**src/rtl/rxbd_pkg.sv**
```systemverilog
package rxbd_pkg;

  // Descriptor status word, empty flag in the top bit.
  typedef struct packed {
    logic       empty;
    logic       ringEnd;
    logic       intEn;
    logic       first;
    logic       last;
    logic [1:0] pid;
    logic       nonOct;
    logic       abort;
    logic       crcErr;
    logic       overrun;
  } bdStat_t;

  // Strobes from control to datapath.
  typedef struct packed {
    logic startPkt;
    logic takeDesc;
    logic putByte;
    logic close;
    logic closeLast;
    logic useEndFlags;
    logic setBsy;
  } ctlStrb_t;

  typedef enum logic [1:0] {
    S_IDLE,
    S_FILL,
    S_FULL,
    S_DROP
  } rxState_t;

endpackage

```
**src/rtl/rxbd_ctrl.sv**
```systemverilog
module rxbd_ctrl
  import rxbd_pkg::*;
#(
  parameter int LEN_W = 8
) (
  input  logic             clk,
  input  logic             rstN,
  input  logic             rxValid,
  input  logic             rxSop,
  input  logic             rxEop,
  input  logic             rdEmpty,
  input  logic [LEN_W-1:0] lenCnt,
  input  logic [LEN_W-1:0] maxLen,
  output ctlStrb_t         strb,
  output logic             lookNext
);

  rxState_t state, nxtState;
  logic     lenFull;

  // The byte written this cycle fills the buffer.
  assign lenFull  = ({1'b0, lenCnt} + (LEN_W+1)'(1)) == {1'b0, maxLen};
  assign lookNext = (state == S_FULL);

  always_comb begin
    strb     = '0;
    nxtState = state;
    case (state)
      S_IDLE: begin
        if (rxValid && rxSop) begin
          if (rdEmpty) begin
            strb.startPkt = 1'b1;
            strb.takeDesc = 1'b1;
            nxtState      = S_FILL;
          end else begin
            strb.setBsy = 1'b1;
            nxtState    = S_DROP;
          end
        end
      end
      S_FILL: begin
        if (rxEop) begin
          strb.close       = 1'b1;
          strb.closeLast   = 1'b1;
          strb.useEndFlags = 1'b1;
          nxtState         = S_IDLE;
        end else if (rxValid) begin
          strb.putByte = 1'b1;
          if (lenFull) nxtState = S_FULL;
        end
      end
      S_FULL: begin
        if (rxEop) begin
          strb.close       = 1'b1;
          strb.closeLast   = 1'b1;
          strb.useEndFlags = 1'b1;
          nxtState         = S_IDLE;
        end else if (rxValid) begin
          strb.close = 1'b1;
          if (rdEmpty) begin
            strb.takeDesc = 1'b1;
            nxtState      = S_FILL;
          end else begin
            strb.closeLast = 1'b1;
            strb.setBsy    = 1'b1;
            nxtState       = S_DROP;
          end
        end
      end
      S_DROP: begin
        if (rxEop) nxtState = S_IDLE;
      end
      default: nxtState = S_IDLE;
    endcase
  end

  always_ff @(posedge clk) begin
    if (!rstN) state <= S_IDLE;
    else       state <= nxtState;
  end

endmodule

```
**src/rtl/rxbd_path.sv**
```systemverilog
module rxbd_path
  import rxbd_pkg::*;
#(
  parameter int DESC_CNT = 8,
  parameter int LEN_W    = 8,
  localparam int IDX_W   = $clog2(DESC_CNT)
) (
  input  logic             clk,
  input  logic             rstN,
  input  ctlStrb_t         strb,
  input  logic             lookNext,
  input  logic [IDX_W-1:0] baseIdx,
  input  logic [7:0]       rxByte,
  input  logic [1:0]       rxPid,
  input  logic [3:0]       endFlags,
  input  bdStat_t          rdStat,
  output logic [IDX_W-1:0] descRdIdx,
  output logic [LEN_W-1:0] lenCnt,
  output logic             descWrEn,
  output logic [IDX_W-1:0] descWrIdx,
  output bdStat_t          wrStat,
  output logic [LEN_W-1:0] descWrLen,
  output logic             dataWrEn,
  output logic [IDX_W-1:0] dataWrIdx,
  output logic [LEN_W-1:0] dataWrOffset,
  output logic [7:0]       dataWrByte,
  output logic             rxbSet
);

  logic [IDX_W-1:0] curIdx, nextIdx;
  logic             curRingEnd, curIntEn, firstFlag;
  logic [1:0]       pidReg;

  always_comb begin
    if (curRingEnd)                         nextIdx = baseIdx;
    else if (curIdx == IDX_W'(DESC_CNT-1))  nextIdx = '0;
    else                                    nextIdx = curIdx + IDX_W'(1);
  end

  assign descRdIdx = lookNext ? nextIdx : curIdx;

  always_ff @(posedge clk) begin
    if (!rstN) begin
      curIdx     <= baseIdx;
      lenCnt     <= '0;
      curRingEnd <= 1'b0;
      curIntEn   <= 1'b0;
      firstFlag  <= 1'b0;
      pidReg     <= 2'b00;
    end else begin
      if (strb.startPkt) pidReg <= rxPid;
      if (strb.takeDesc) begin
        curIdx     <= descRdIdx;
        curRingEnd <= rdStat.ringEnd;
        curIntEn   <= rdStat.intEn;
        lenCnt     <= LEN_W'(1);
        firstFlag  <= strb.startPkt;
      end else begin
        if (strb.putByte) lenCnt <= lenCnt + LEN_W'(1);
        if (strb.close)   curIdx <= nextIdx;
      end
    end
  end

  always_comb begin
    wrStat         = '0;
    wrStat.empty   = 1'b0;
    wrStat.ringEnd = curRingEnd;
    wrStat.intEn   = curIntEn;
    wrStat.first   = firstFlag;
    wrStat.last    = strb.closeLast;
    wrStat.pid     = firstFlag ? pidReg : 2'b00;
    if (strb.useEndFlags) begin
      wrStat.nonOct  = endFlags[3];
      wrStat.abort   = endFlags[2];
      wrStat.crcErr  = endFlags[1];
      wrStat.overrun = endFlags[0];
    end
  end

  assign descWrEn     = strb.close;
  assign descWrIdx    = curIdx;
  assign descWrLen    = lenCnt;
  assign dataWrEn     = strb.takeDesc | strb.putByte;
  assign dataWrIdx    = strb.takeDesc ? descRdIdx : curIdx;
  assign dataWrOffset = strb.takeDesc ? '0 : lenCnt;
  assign dataWrByte   = rxByte;
  assign rxbSet       = strb.close & curIntEn;

endmodule

```
**src/rtl/rxbd_events.sv**
```systemverilog
module rxbd_events #(
  parameter int EV_CNT = 2
) (
  input  logic              clk,
  input  logic              rstN,
  input  logic [EV_CNT-1:0] evSet,
  input  logic [EV_CNT-1:0] evClr,
  input  logic [EV_CNT-1:0] evMask,
  output logic [EV_CNT-1:0] events,
  output logic              irq
);

  // A set in the same cycle as a clear wins.
  always_ff @(posedge clk) begin
    if (!rstN) events <= '0;
    else       events <= (events & ~evClr) | evSet;
  end

  assign irq = |(events & evMask);

endmodule

```
**src/rtl/rxbd_ring_engine.sv**
```systemverilog
module rxbd_ring_engine
  import rxbd_pkg::*;
#(
  parameter int DESC_CNT = 8,
  parameter int LEN_W    = 8,
  localparam int IDX_W   = $clog2(DESC_CNT)
) (
  input  logic             clk,
  input  logic             rstN,
  input  logic [IDX_W-1:0] baseIdx,
  input  logic [LEN_W-1:0] maxLen,
  input  logic             rxValid,
  input  logic             rxSop,
  input  logic [7:0]       rxByte,
  input  logic [1:0]       rxPid,
  input  logic             rxEop,
  input  logic             rxCrcErr,
  input  logic             rxNonOct,
  input  logic             rxOverrun,
  input  logic             rxStuffErr,
  output logic [IDX_W-1:0] descRdIdx,
  input  logic [10:0]      descRdStat,
  output logic             descWrEn,
  output logic [IDX_W-1:0] descWrIdx,
  output logic [10:0]      descWrStat,
  output logic [LEN_W-1:0] descWrLen,
  output logic             dataWrEn,
  output logic [IDX_W-1:0] dataWrIdx,
  output logic [LEN_W-1:0] dataWrOffset,
  output logic [7:0]       dataWrByte,
  input  logic [1:0]       evClr,
  input  logic [1:0]       evMask,
  output logic [1:0]       events,
  output logic             irq
);

  ctlStrb_t         strb;
  logic             lookNext;
  logic [LEN_W-1:0] lenCnt;
  bdStat_t          rdStat, wrStat;
  logic             rxbSet;

  assign rdStat     = bdStat_t'(descRdStat);
  assign descWrStat = wrStat;

  rxbd_ctrl #(.LEN_W(LEN_W)) u_ctrl (
    .clk      (clk),
    .rstN     (rstN),
    .rxValid  (rxValid),
    .rxSop    (rxSop),
    .rxEop    (rxEop),
    .rdEmpty  (rdStat.empty),
    .lenCnt   (lenCnt),
    .maxLen   (maxLen),
    .strb     (strb),
    .lookNext (lookNext)
  );

  rxbd_path #(.DESC_CNT(DESC_CNT), .LEN_W(LEN_W)) u_path (
    .clk          (clk),
    .rstN         (rstN),
    .strb         (strb),
    .lookNext     (lookNext),
    .baseIdx      (baseIdx),
    .rxByte       (rxByte),
    .rxPid        (rxPid),
    .endFlags     ({rxNonOct, rxStuffErr, rxCrcErr, rxOverrun}),
    .rdStat       (rdStat),
    .descRdIdx    (descRdIdx),
    .lenCnt       (lenCnt),
    .descWrEn     (descWrEn),
    .descWrIdx    (descWrIdx),
    .wrStat       (wrStat),
    .descWrLen    (descWrLen),
    .dataWrEn     (dataWrEn),
    .dataWrIdx    (dataWrIdx),
    .dataWrOffset (dataWrOffset),
    .dataWrByte   (dataWrByte),
    .rxbSet       (rxbSet)
  );

  rxbd_events #(.EV_CNT(2)) u_events (
    .clk    (clk),
    .rstN   (rstN),
    .evSet  ({strb.setBsy, rxbSet}),
    .evClr  (evClr),
    .evMask (evMask),
    .events (events),
    .irq    (irq)
  );

endmodule

```
**config.mk**
```make
export PLATFORM = sky130hd
export DESIGN_NAME = rxbd_ring_engine
export DESIGN_NICKNAME = d
export VERILOG_FILES = /design/src/rtl/rxbd_pkg.sv /design/src/rtl/rxbd_ctrl.sv /design/src/rtl/rxbd_path.sv /design/src/rtl/rxbd_events.sv /design/src/rtl/rxbd_ring_engine.sv
export SDC_FILE = /design/constraint.sdc
export NUM_CORES = 1
export LEC_CHECK = 0
export CAP_MARGIN = 20
export CELL_PAD_IN_SITES_DETAIL_PLACEMENT = 0
export CELL_PAD_IN_SITES_GLOBAL_PLACEMENT = 1
export CORE_ASPECT_RATIO = 1.25
export CORE_MARGIN = 5
export CORE_UTILIZATION = 26
export DETAILED_ROUTE_END_ITERATION = 7
export PLACE_DENSITY_LB_ADDON = 0.1
export SLEW_MARGIN = 20
export SYNTH_ARGS = -nofsm -noshare
export SYNTH_HDL_FRONTEND = slang
export SYNTH_SLANG_ARGS = --single-unit
```
**constraint.sdc**
```tcl
create_clock -name clk -period 2.9 [get_ports clk]
set_input_delay 0.725 -clock clk [delete_from_list [all_inputs] [get_ports clk]]
set_output_delay 0.725 -clock clk [all_outputs]
set_load 0.02 [all_outputs]
```
### After elaboration in Yosys (flattened, before gate mapping)

Cells that the tools add are included.

| operators by class | value |
|---|---|
| shift-type cells | 0 |
| divide/modulo/power cells | 0 |
| add/subtract/negate cells | 3 |
| multiply operators | 0 |
| $lt $le $gt $ge | 0 |
| reductions and logical operators | 6 |
| equality and inequality tests | 11 |
| multiplexer cells | 41 |
| bitwise operators | 7 |

Operators with widths:

| kind | number |
|---|---|
| 2-bit two-way mux | 13 |
| 3-bit two-way mux | 8 |
| 1-bit two-way mux | 14 |
| 8-bit by 1-bit adder with 9-bit output, second input constant | 1 |
| 9-bit by 8-bit == test with 1-bit output | 1 |
| 8-bit by 1-bit adder with 8-bit output, second input constant | 1 |
| 8-bit two-way mux | 1 |
| 2-bit case mux with 4 select lines | 1 |
| 3-bit != test, second input constant | 2 |
| 3-bit case mux with 2 select lines | 1 |
| 5-bit AND reduction | 1 |
| 2-bit AND | 2 |
| 2-bit == test, second input constant | 2 |
| 4-bit two-way mux | 1 |
| 1-bit case mux with 2 select lines | 2 |
| 2-bit OR reduction | 2 |
| 3-bit by 1-bit adder with 3-bit output, second input constant | 1 |
| 3-bit == test, second input constant | 1 |
| 3-bit by 1-bit != test with 1-bit output, second input constant | 1 |
| 3-bit by 2-bit != test with 1-bit output, second input constant | 1 |
| 2-bit by 1-bit == test with 1-bit output, second input constant | 1 |
| 2-bit zero test | 1 |
| 2-bit by 1-bit != test with 1-bit output, second input constant | 1 |
| 2-bit != test, second input constant | 1 |
| 7 further kinds | 7 |

| word-level totals | value |
|---|---|
| output and inout port bits | 49 |
| latch bits | 0 |
| flip-flop bits (word level) | 20 |
| logic and storage cells | 77 |
| memories | 0 |
| input bits | 45 |
| memory bits (read-only) | 0 |
| RAM bits | 0 |

### Depth between registers and ports, before layout

Gate-level depths: netlist (run 1).

| depth | value |
|---|---|
| depth after elaboration | 7 |
| depth in mapped cells | 9 |

### Cells and area by module

Synthesis (run 1) repeated with hierarchy kept, for this count alone.

| second synthesis, totals | value |
|---|---|
| cell total of the unflattened synthesis | 227 |
| area, all modules | 1813.0 um^2 |

By module, submodules not included:

| module | times used | cells each | area an instance (um^2) |
|---|---|---|---|
| rxbd_path | 1 | 137 | 1156.1 |
| rxbd_ctrl | 1 | 83 | 579.3 |
| rxbd_events | 1 | 7 | 77.6 |

### Least setup slack after synthesis (run 1)

OpenSTA, ideal clock, no wires.

| path | value |
|---|---|
| path kind | register to output |
| from | register u_path.curIdx[0] (netlist: u_path.descWrIdx[0]) |
| to | output port dataWrIdx[1] |
| path slack | 449 ps |
| cell stages (with the launch flop) | 6 |
| arrival time | 1726 ps |
| buffers on the path | 0 |
| path through | edfxtp_1 -> ha_1 -> mux2i_1 -> a21oi_1 -> and2_1 -> a21o_1 |

| between the ends | value |
|---|---|
| longest elaborated chain between the ends | 5 |

Ends and longest elaborated chain:

| element | line | RTL |
|---|---|---|
| start, declared | rxbd_path.sv:30 | `logic [IDX_W-1:0] curIdx, nextIdx;` |
| start signal, assigned | rxbd_path.sv:44 | `curIdx <= baseIdx;` |
| start signal, assigned | rxbd_path.sv:53 | `curIdx <= descRdIdx;` |
| start signal, assigned | rxbd_path.sv:60 | `if (strb.close) curIdx <= nextIdx;` |
| 3-bit by 1-bit adder with 3-bit output / 3-bit == test (equally long branches) | rxbd_path.sv:37, rxbd_path.sv:36 |  |
| 3-bit two-way mux * | rxbd_path.sv:36 | `else if (curIdx == IDX_W'(DESC_CNT-1)) nextIdx = '0;` |
| 3-bit two-way mux * | rxbd_path.sv:35 | `if (curRingEnd) nextIdx = baseIdx;` |
| 3-bit two-way mux * | rxbd_path.sv:40 | `assign descRdIdx = lookNext ? nextIdx : curIdx;` |
| via descRdIdx[1] | rxbd_ring_engine.sv:21 | `output logic [IDX_W-1:0] descRdIdx,` |
| 3-bit two-way mux * | rxbd_path.sv:85 | `assign dataWrIdx = strb.takeDesc ? descRdIdx : curIdx;` |
| end, declared | rxbd_ring_engine.sv:28 | `output logic [IDX_W-1:0] dataWrIdx,` |

The timed path passes the listed nets; every way through them passes the cells marked *.

### Final worst setup path (run 1)

| path | value |
|---|---|
| from | input port rxEop |
| to | output port dataWrIdx[0] |

| between the ends | value |
|---|---|
| longest elaborated chain between the ends | 3 |

Ends and longest elaborated chain:

| element | line | RTL |
|---|---|---|
| start, declared | rxbd_ring_engine.sv:16 | `input logic rxEop,` |
| 1-bit two-way mux | rxbd_ctrl.sv:53 | `if (rxEop) begin` |
| 1-bit case mux with 2 select lines | rxbd_ctrl.sv:28 | `case (state)` |
| 3-bit two-way mux | rxbd_path.sv:85 |  |

Every way passes these cells.

==> flow_metrics.py, run 1 <==
metrics = {
    "yosys": {
        "ys_seq_area_frac": 0.276,
        "ys_types": 42,
        "synth_top_cell_by_area": "dfxtp_1",
        "synth_top_area_share": 0.218,
        "synthTopCellsByArea": "dfxtp_1 (22%), nand2_1 (6.7%), and2_1 (6.4%)",
        "synth_commonest_cells": "nand2_1 (28), dfxtp_1 (17), nor2_1 (17), and2_1 (16), buf_4 (13)",
        "syn_avg_cell_area_um2": 7.64,
        "syn-num-nets": 255,
        "synth_seq_cells": 20,
        "synth_edf_count": 3,
        "synthFlopType": "dfxtp_1",
        "yosysMostFrequentCell": "nand2_1",
        "ys_async_sr_fraction": 0,
        "syn_inst": 204,
        "synth_area_um2": 1560,
        "yosys_warnings": 0,
    },
    "power_and_ir_drop": {
        "power_switching_mw": 0.458,
        "p_clk_frac": 0.199,
        "max-vdd-ir-drop_mv": 0.175,
        "power_frac_seq": 0.290,
        "power_leakage_nw": 1.03,
        "powerDensity_nw_per_um2": 504,
        "pwr-share-comb": 0.511,
        "internal_power_mw": 0.778,
        "swShare": 0.371,
    },
    "worst_setup_path": {
        "path_delay_family": "buffers and inverters",
        "cp.arrival_ps": 2110,
        "path_buf_inv": 3,
        "crit_path_top_delay_cell": "clkdlybuf4s50_1",
        "cp.required_ps": 2170,
        "cp_max_fo": 3,
        "crit_path_start_kind": "primary input",
        "reg2reg_depth": 7,
        "cp-end-kind": "output port",
        "crit_top_cell": "nand2_1",
        "cp_slowest_stage_delay_ps": 480,
        "rr_startpoint": "u_path.descWrLen[0]$_SDFFE_PN0P_",
        "regToRegSetupSlack_ps": 660,
        "worstPathCellList": "clkdlybuf4s50_1 > nand2b_4 > nand2_1 > and3_4 > buf_4 > nand2_1 > nand2_1 > clkdlybuf4s15_2",
        "reg2reg_to": "u_ctrl.state[0]$_SDFFE_PN0P_",
        "worstSetupPathType": "primary input to output port",
    },
    "placed_design": {
        "io_buffer_count": 68,
        "dp_cells": 342,
        "routabilityCongestion": 0.802,
        "dp_hpwl_um": 4010,
        "pre_cts_ws_ps": -333,
        "placed_area_um2": 2390,
    },
    "worst_hold_path": {
        "min_path_cells": 2,
        "holdPathEnd": "u_path.curIntEn$_SDFFE_PN0P_",
        "min_from": "u_path.curIntEn$_SDFFE_PN0P_",
        "hp-class": "register to register",
    },
    "timing": {
        "rsz0062_at_grt": "false",
        "tns_ps": 0,
        "finalHoldViolCount": 0,
        "period_share": 0.977,
        "setup_viol": 0,
        "fin_crit_ps": 2830,
        "fmax_ghz": 0.353,
        "final.setup_skew_ps": 1.21,
        "drv_slew": 0,
        "layout_setup_ws_ps": 67.7,
    },
    "clock_network": {
        "clk_latency_ps": 260,
        "cts_htree_levels": 1,
        "cts_hold_buf": 0,
        "clock-sinks": 20,
        "root_buffer": "clkbuf_8",
        "cts_tree": "done",
        "path_clk_slew_ps": 80,
        "clockBufferDepth": 2,
        "cts_buffers": 3,
    },
    "grt": {
        "grt.overflow.total": 0,
        "grt_util_all_layers": 0.128,
        "grtUsageMet3": 0.0399,
        "gr-max-usage-layer": "met2",
        "met1_usage": 0.139,
        "grt_max_degree": 13,
        "grt_antenna_before_repair": 0,
        "grt_pass1_wl_um": 7770,
        "grt_pass1_vias": 1635,
        "gr-usage-met2": 0.236,
    },
    "cells_and_area": {
        "area_growth_pct": 57.2,
        "drive_above_1_share": 0.182,
        "fin_nets": 332,
        "fin_area_um2": 2450,
        "num_antenna_cells": 0,
        "finalNonFillerCells": 346,
    },
    "routing": {
        "final_antenna_net_count": 0,
        "drt-initial-drc-count": 34,
        "viasPerCell": 4.74,
        "vias": 1641,
        "drcViolationCount": 0,
        "wl_per_cell_um": 13.9,
        "drt_pass1_iterations": 4,
        "drt_wl_total_um": 4820,
    },
    "floorplan": {
        "dieArea_um2": 7650,
        "initial_utilization": 0.268,
        "io-pin-count": 94,
        "die_y_um": 96.6,
        "fp.dieW_um": 79.3,
        "num_rows": 31,
        "core_area_um2": 5820,
    },
    "outcome": {
        "status": "complete, no violations",
    },
    "run": {
        "cap_violations": 0,
    },
}
cells by family (layout without fill, tap and decap cells):
logic type,after synthesis,count (layout),synth area share
fa+ha+maj,6,6,0.0482
other cells,1,1,0.00241
compound gates,40,40,0.166
mux,7,7,0.0457
xor+xnor,15,15,0.0843
buf+inv,28,104,0.100
simple gates,87,87,0.277
flops,20,20,0.276
area by class of cell:
class | instances | area [µm²]
clock buffers | 4 | 66.3
fillers | 614 | 3370
inverters | 5 | 18.8
multi-input cells | 156 | 992
flip-flops and latches | 20 | 430
well taps | 66 | 82.6
repair buffers | 95 | 861
placed cells by master, fill, tap and decap left out, types with 3 or more instances in the layout:
cell,synthesis,final
nand3_1,8,7
dfxtp_1,17,17
nand2_1,28,28
o31ai_1,3,3
or3_1,4,4
mux2i_1,6,6
buf_4,13,25
inv_1,5,5
nor2_1,17,16
xor2_1,8,8
clkdlybuf4s50_1,0,47
ha_1,6,6
a21oi_1,12,12
clkdlybuf4s15_2,0,6
dlygate4sd2_1,0,8
clkbuf_2,0,4
edfxtp_1,3,3
o21ai_0,9,9
clkbuf_8,0,3
xnor2_1,7,7
and2_1,16,16
nor2b_1,3,3
power by group through the flow:
stage / Sequential (mW) / Combinational (mW) / Clock, mW
finish: 0.359 / 0.632 / 0.246
global route: 0.365 / 0.697 / 0.269
CTS: 0.359 / 0.646 / 0.257
detailed placement: 0.366 / 0.661 / 0
global placement: 0.366 / 0.662 / 0
floorplan: 0.375 / 0.360 / 0
registers in the layout, indices dropped and copies added, names as in the netlist:
register	count
u_path.descWrIdx	3
u_ctrl.state	2
u_path.firstFlag	1
u_path.pidReg	2
u_events.events	2
u_path.descWrLen	8
u_path.curIntEn	1
u_path.curRingEnd	1
metal layers:
| layer | share of wire | routed length (µm) | up-vias |
|---|---|---|---|
| li1 | - | - | 838 |
| met1 | 0.41 | 1970 | 740 |
| met2 | 0.50 | 2420 | 56 |
| met3 | 0.075 | 362 | 7 |
| met4 | 0.015 | 70 | 0 |
| met5 | 0 | 0 | - |
tightest hold or removal path, stage by stage (launching register included):
cell	delay, ps
dfxtp_1	330
nand2_1	60
a21oi_1	50
through the flow:
stage / hold WS [ps] / total power, mW / util
3_3_place_gp: 468 / 1.03 / 0.410
5_1_grt: 519 / 1.33 / 0.421
6_report: 481 / 1.24 / 0.421
2_1_floorplan: 450 / 0.735 / -
3_5_place_dp: 478 / 1.03 / 0.410
4_1_cts: 490 / 1.26 / 0.424
worst max path at each step:
stage / from / end / cells past startpoint
global placement: rxEop / dataWrIdx[1] / 7
finish: rxEop / dataWrIdx[0] / 8
detailed placement: rxEop / dataWrIdx[1] / 7
floorplan: u_path.descWrIdx[0]$_DFFE_PP_ / dataWrIdx[1] / 5
global route: rxEop / dataWrOffset[2] / 7
CTS: rxEop / dataWrIdx[1] / 7
repair_timing:
action                                  in CTS  in global routing
setup buffers                                0                  0
endpoints found under the hold margin        0                  0
resized for setup                           42                 13
pin swaps                                    0                  1
endpoints found under the setup margin      20                 17
No activity file was read; power rests on OpenSTA's default activity.
==> inputs of run 2 (changes only) <==
HOLD_SLACK_MARGIN = 0.02   (was default)
==> results of run 2 <==
Final layout, timing and power as in run 1 (identical DEF).
==> inputs of run 3 (changes only) <==
CORE_UTILIZATION = 23   (was 26)
MAX_ROUTING_LAYER = met4   (was default)
clock period = 2.45 ns   (was 2.9 ns; I/O delays follow)
==> run 3 against run 2 <==
Against the previous run: via count is 1.8% higher; wire length is 2.3% higher; global-route usage is 0.99 points lower; largest power group unchanged.
==> flow_metrics.py, run 3 (same netlist as run 1, synthesis figures left out) <==
metrics = {
    "outcome": {
        "status": "complete, no violations",
    },
    "worst_setup_path": {
        "crit_path_top_delay_cell": "clkdlybuf4s50_1",
        "path_depth": 6,
        "cp_max_fo": 2,
        "worstPathCellList": "clkdlybuf4s50_1 > mux2i_1 > a21oi_1 > and2_1 > a21o_1 > buf_4",
        "cp_slowest_stage_delay_ps": 430,
        "cp.arrival_ps": 1760,
        "crit_start": "baseIdx[1]",
        "crit_path_start_kind": "primary input",
        "path_delay_family": "buffers and inverters",
        "reg2reg_depth": 7,
        "cp-endpoint": "dataWrIdx[1]",
        "cp.required_ps": 1840,
        "path_buf_inv": 2,
        "cp-end-kind": "output port",
        "worstSetupPathType": "primary input to output port",
        "reg2reg_to": "u_ctrl.state[0]$_SDFFE_PN0P_",
        "regToRegSetupSlack_ps": 280,
        "rr_startpoint": "u_path.descWrLen[1]$_SDFFE_PP0P_",
    },
    "timing": {
        "fin_crit_ps": 2380,
        "final.setup_skew_ps": 7.37,
        "drv_slew": 0,
        "finalHoldViolCount": 0,
        "layout_setup_ws_ps": 73.4,
        "tns_ps": 0,
        "hold_slack_ps": 486,
        "period_share": 0.970,
        "setup_viol": 0,
        "rsz0062_at_grt": "false",
        "fmax_ghz": 0.421,
    },
    "routing": {
        "vias": 1671,
        "final_antenna_net_count": 0,
        "drt_wl_total_um": 4930,
        "viasPerCell": 4.46,
        "wl_per_cell_um": 13.1,
        "drcViolationCount": 0,
        "drt-initial-drc-count": 58,
        "drt_pass1_iterations": 4,
    },
    "clock_network": {
        "clock-sinks": 20,
        "path_clk_slew_ps": 80,
        "clockBufferDepth": 2,
        "clk_latency_ps": 250,
        "root_buffer": "clkbuf_8",
        "cts_htree_levels": 1,
        "cts_tree": "done",
        "cts_buffers": 3,
    },
    "cells_and_area": {
        "area_growth_pct": 62.4,
        "nFillCells": 699,
        "fin_nets": 340,
        "num_antenna_cells": 0,
        "fin_area_um2": 2530,
        "largest_register_ffs": 8,
        "final_common_cell": "clkdlybuf4s50_1",
        "layout_common_cells": "clkdlybuf4s50_1 (41), buf_4 (35), nand2_1 (26), and2_1 (16), nor2_1 (16)",
        "finalNonFillerCells": 375,
        "fin_util": 0.386,
        "drive_above_1_share": 0.250,
    },
    "grt": {
        "grt_pass1_vias": 1655,
        "grt_pass1_wl_um": 7970,
        "grt_util_all_layers": 0.118,
        "grt_max_degree": 13,
        "grt_antenna_before_repair": 0,
        "grt.overflow.total": 0,
    },
    "floorplan": {
        "die_y_um": 102,
        "initial_utilization": 0.237,
        "core_area_um2": 6570,
        "num_rows": 33,
        "dieArea_um2": 8540,
        "fp.dieW_um": 83.6,
        "io-pin-count": 94,
    },
    "placed_design": {
        "dp_hpwl_um": 4020,
        "routabilityCongestion": 0.737,
        "placed_area_um2": 2470,
        "dp_cells": 370,
        "io_buffer_count": 68,
        "pre_cts_ws_ps": -640,
    },
    "power_and_ir_drop": {
        "power_leakage_nw": 1.10,
        "powerDensity_nw_per_um2": 596,
        "total_power_mw": 1.51,
        "max-vdd-ir-drop_mv": 0.249,
    },
    "worst_hold_path": {
        "hp-class": "register to register",
    },
    "run": {
        "cap_violations": 0,
    },
}
## run 3: changes by cell type in the layout (fill, tap and decap cells not counted), sizes merged
cell	change
clkbuf	-3
dlymetal6s2s	+4
dlygate4sd2	-7
clkdlybuf4s15	+1
clkdlybuf4s50	-6
buf	+19
## run 3: area by class of cell
cell class                 count  area, µm²  area share
timing repair buffer         103        911       0.360
multi-input combinational    156       1000       0.397
sequential                    20        433       0.171
tap                           87        109      0.0430
inverter                       5       18.8     0.00741
clock buffer                   4       55.1      0.0217
## run 3: worst min-delay path by stage
| stage | startpoint | cells past startpoint | slack (ps) | end |
|---|---|---|---|---|
| finish | u_path.curIntEn$_SDFFE_PN0P_ | 2 | 490 | u_path.curIntEn$_SDFFE_PN0P_ |
| global route | u_path.curIntEn$_SDFFE_PN0P_ | 2 | 530 | u_path.curIntEn$_SDFFE_PN0P_ |
| CTS | u_path.curIntEn$_SDFFE_PN0P_ | 2 | 480 | u_path.curIntEn$_SDFFE_PN0P_ |
| detailed placement | u_path.curIntEn$_SDFFE_PN0P_ | 2 | 480 | u_path.curIntEn$_SDFFE_PN0P_ |
| global placement | u_path.curIntEn$_SDFFE_PN0P_ | 2 | 470 | u_path.curIntEn$_SDFFE_PN0P_ |
| floorplan | u_path.curIntEn$_SDFFE_PN0P_ | 2 | 450 | u_path.curIntEn$_SDFFE_PN0P_ |
## run 3: layer usage
layer	share of wire	global-route usage	vias up
met2	0.49	0.203	61
met4	0.011	0.0285	0
met3	0.056	0.0250	4
met5	0	-	-
met1	0.44	0.141	758
li1	-	-	848
## run 3: tightest hold or removal path: stages (launching register included)
cell	delay [ps]
dfxtp_1	330
nand2_1	60
a21oi_1	50
## run 3: power breakdown
part / internal [mW] / switching, mW / leakage [nW]
Clock: 0.143 / 0.105 / 0.0288
Combinational: 0.427 / 0.421 / 0.902
Sequential: 0.379 / 0.0317 / 0.169
Total: 0.949 / 0.558 / 1.10
## run 3: timing repair
item	4_1_cts	5_1_grt
hold buffers	0	0
setup buffers	0	1
hold endpoints to repair	0	0
endpoints found under the setup margin	21	22
pin swaps	1	2
gates resized for setup	88	14
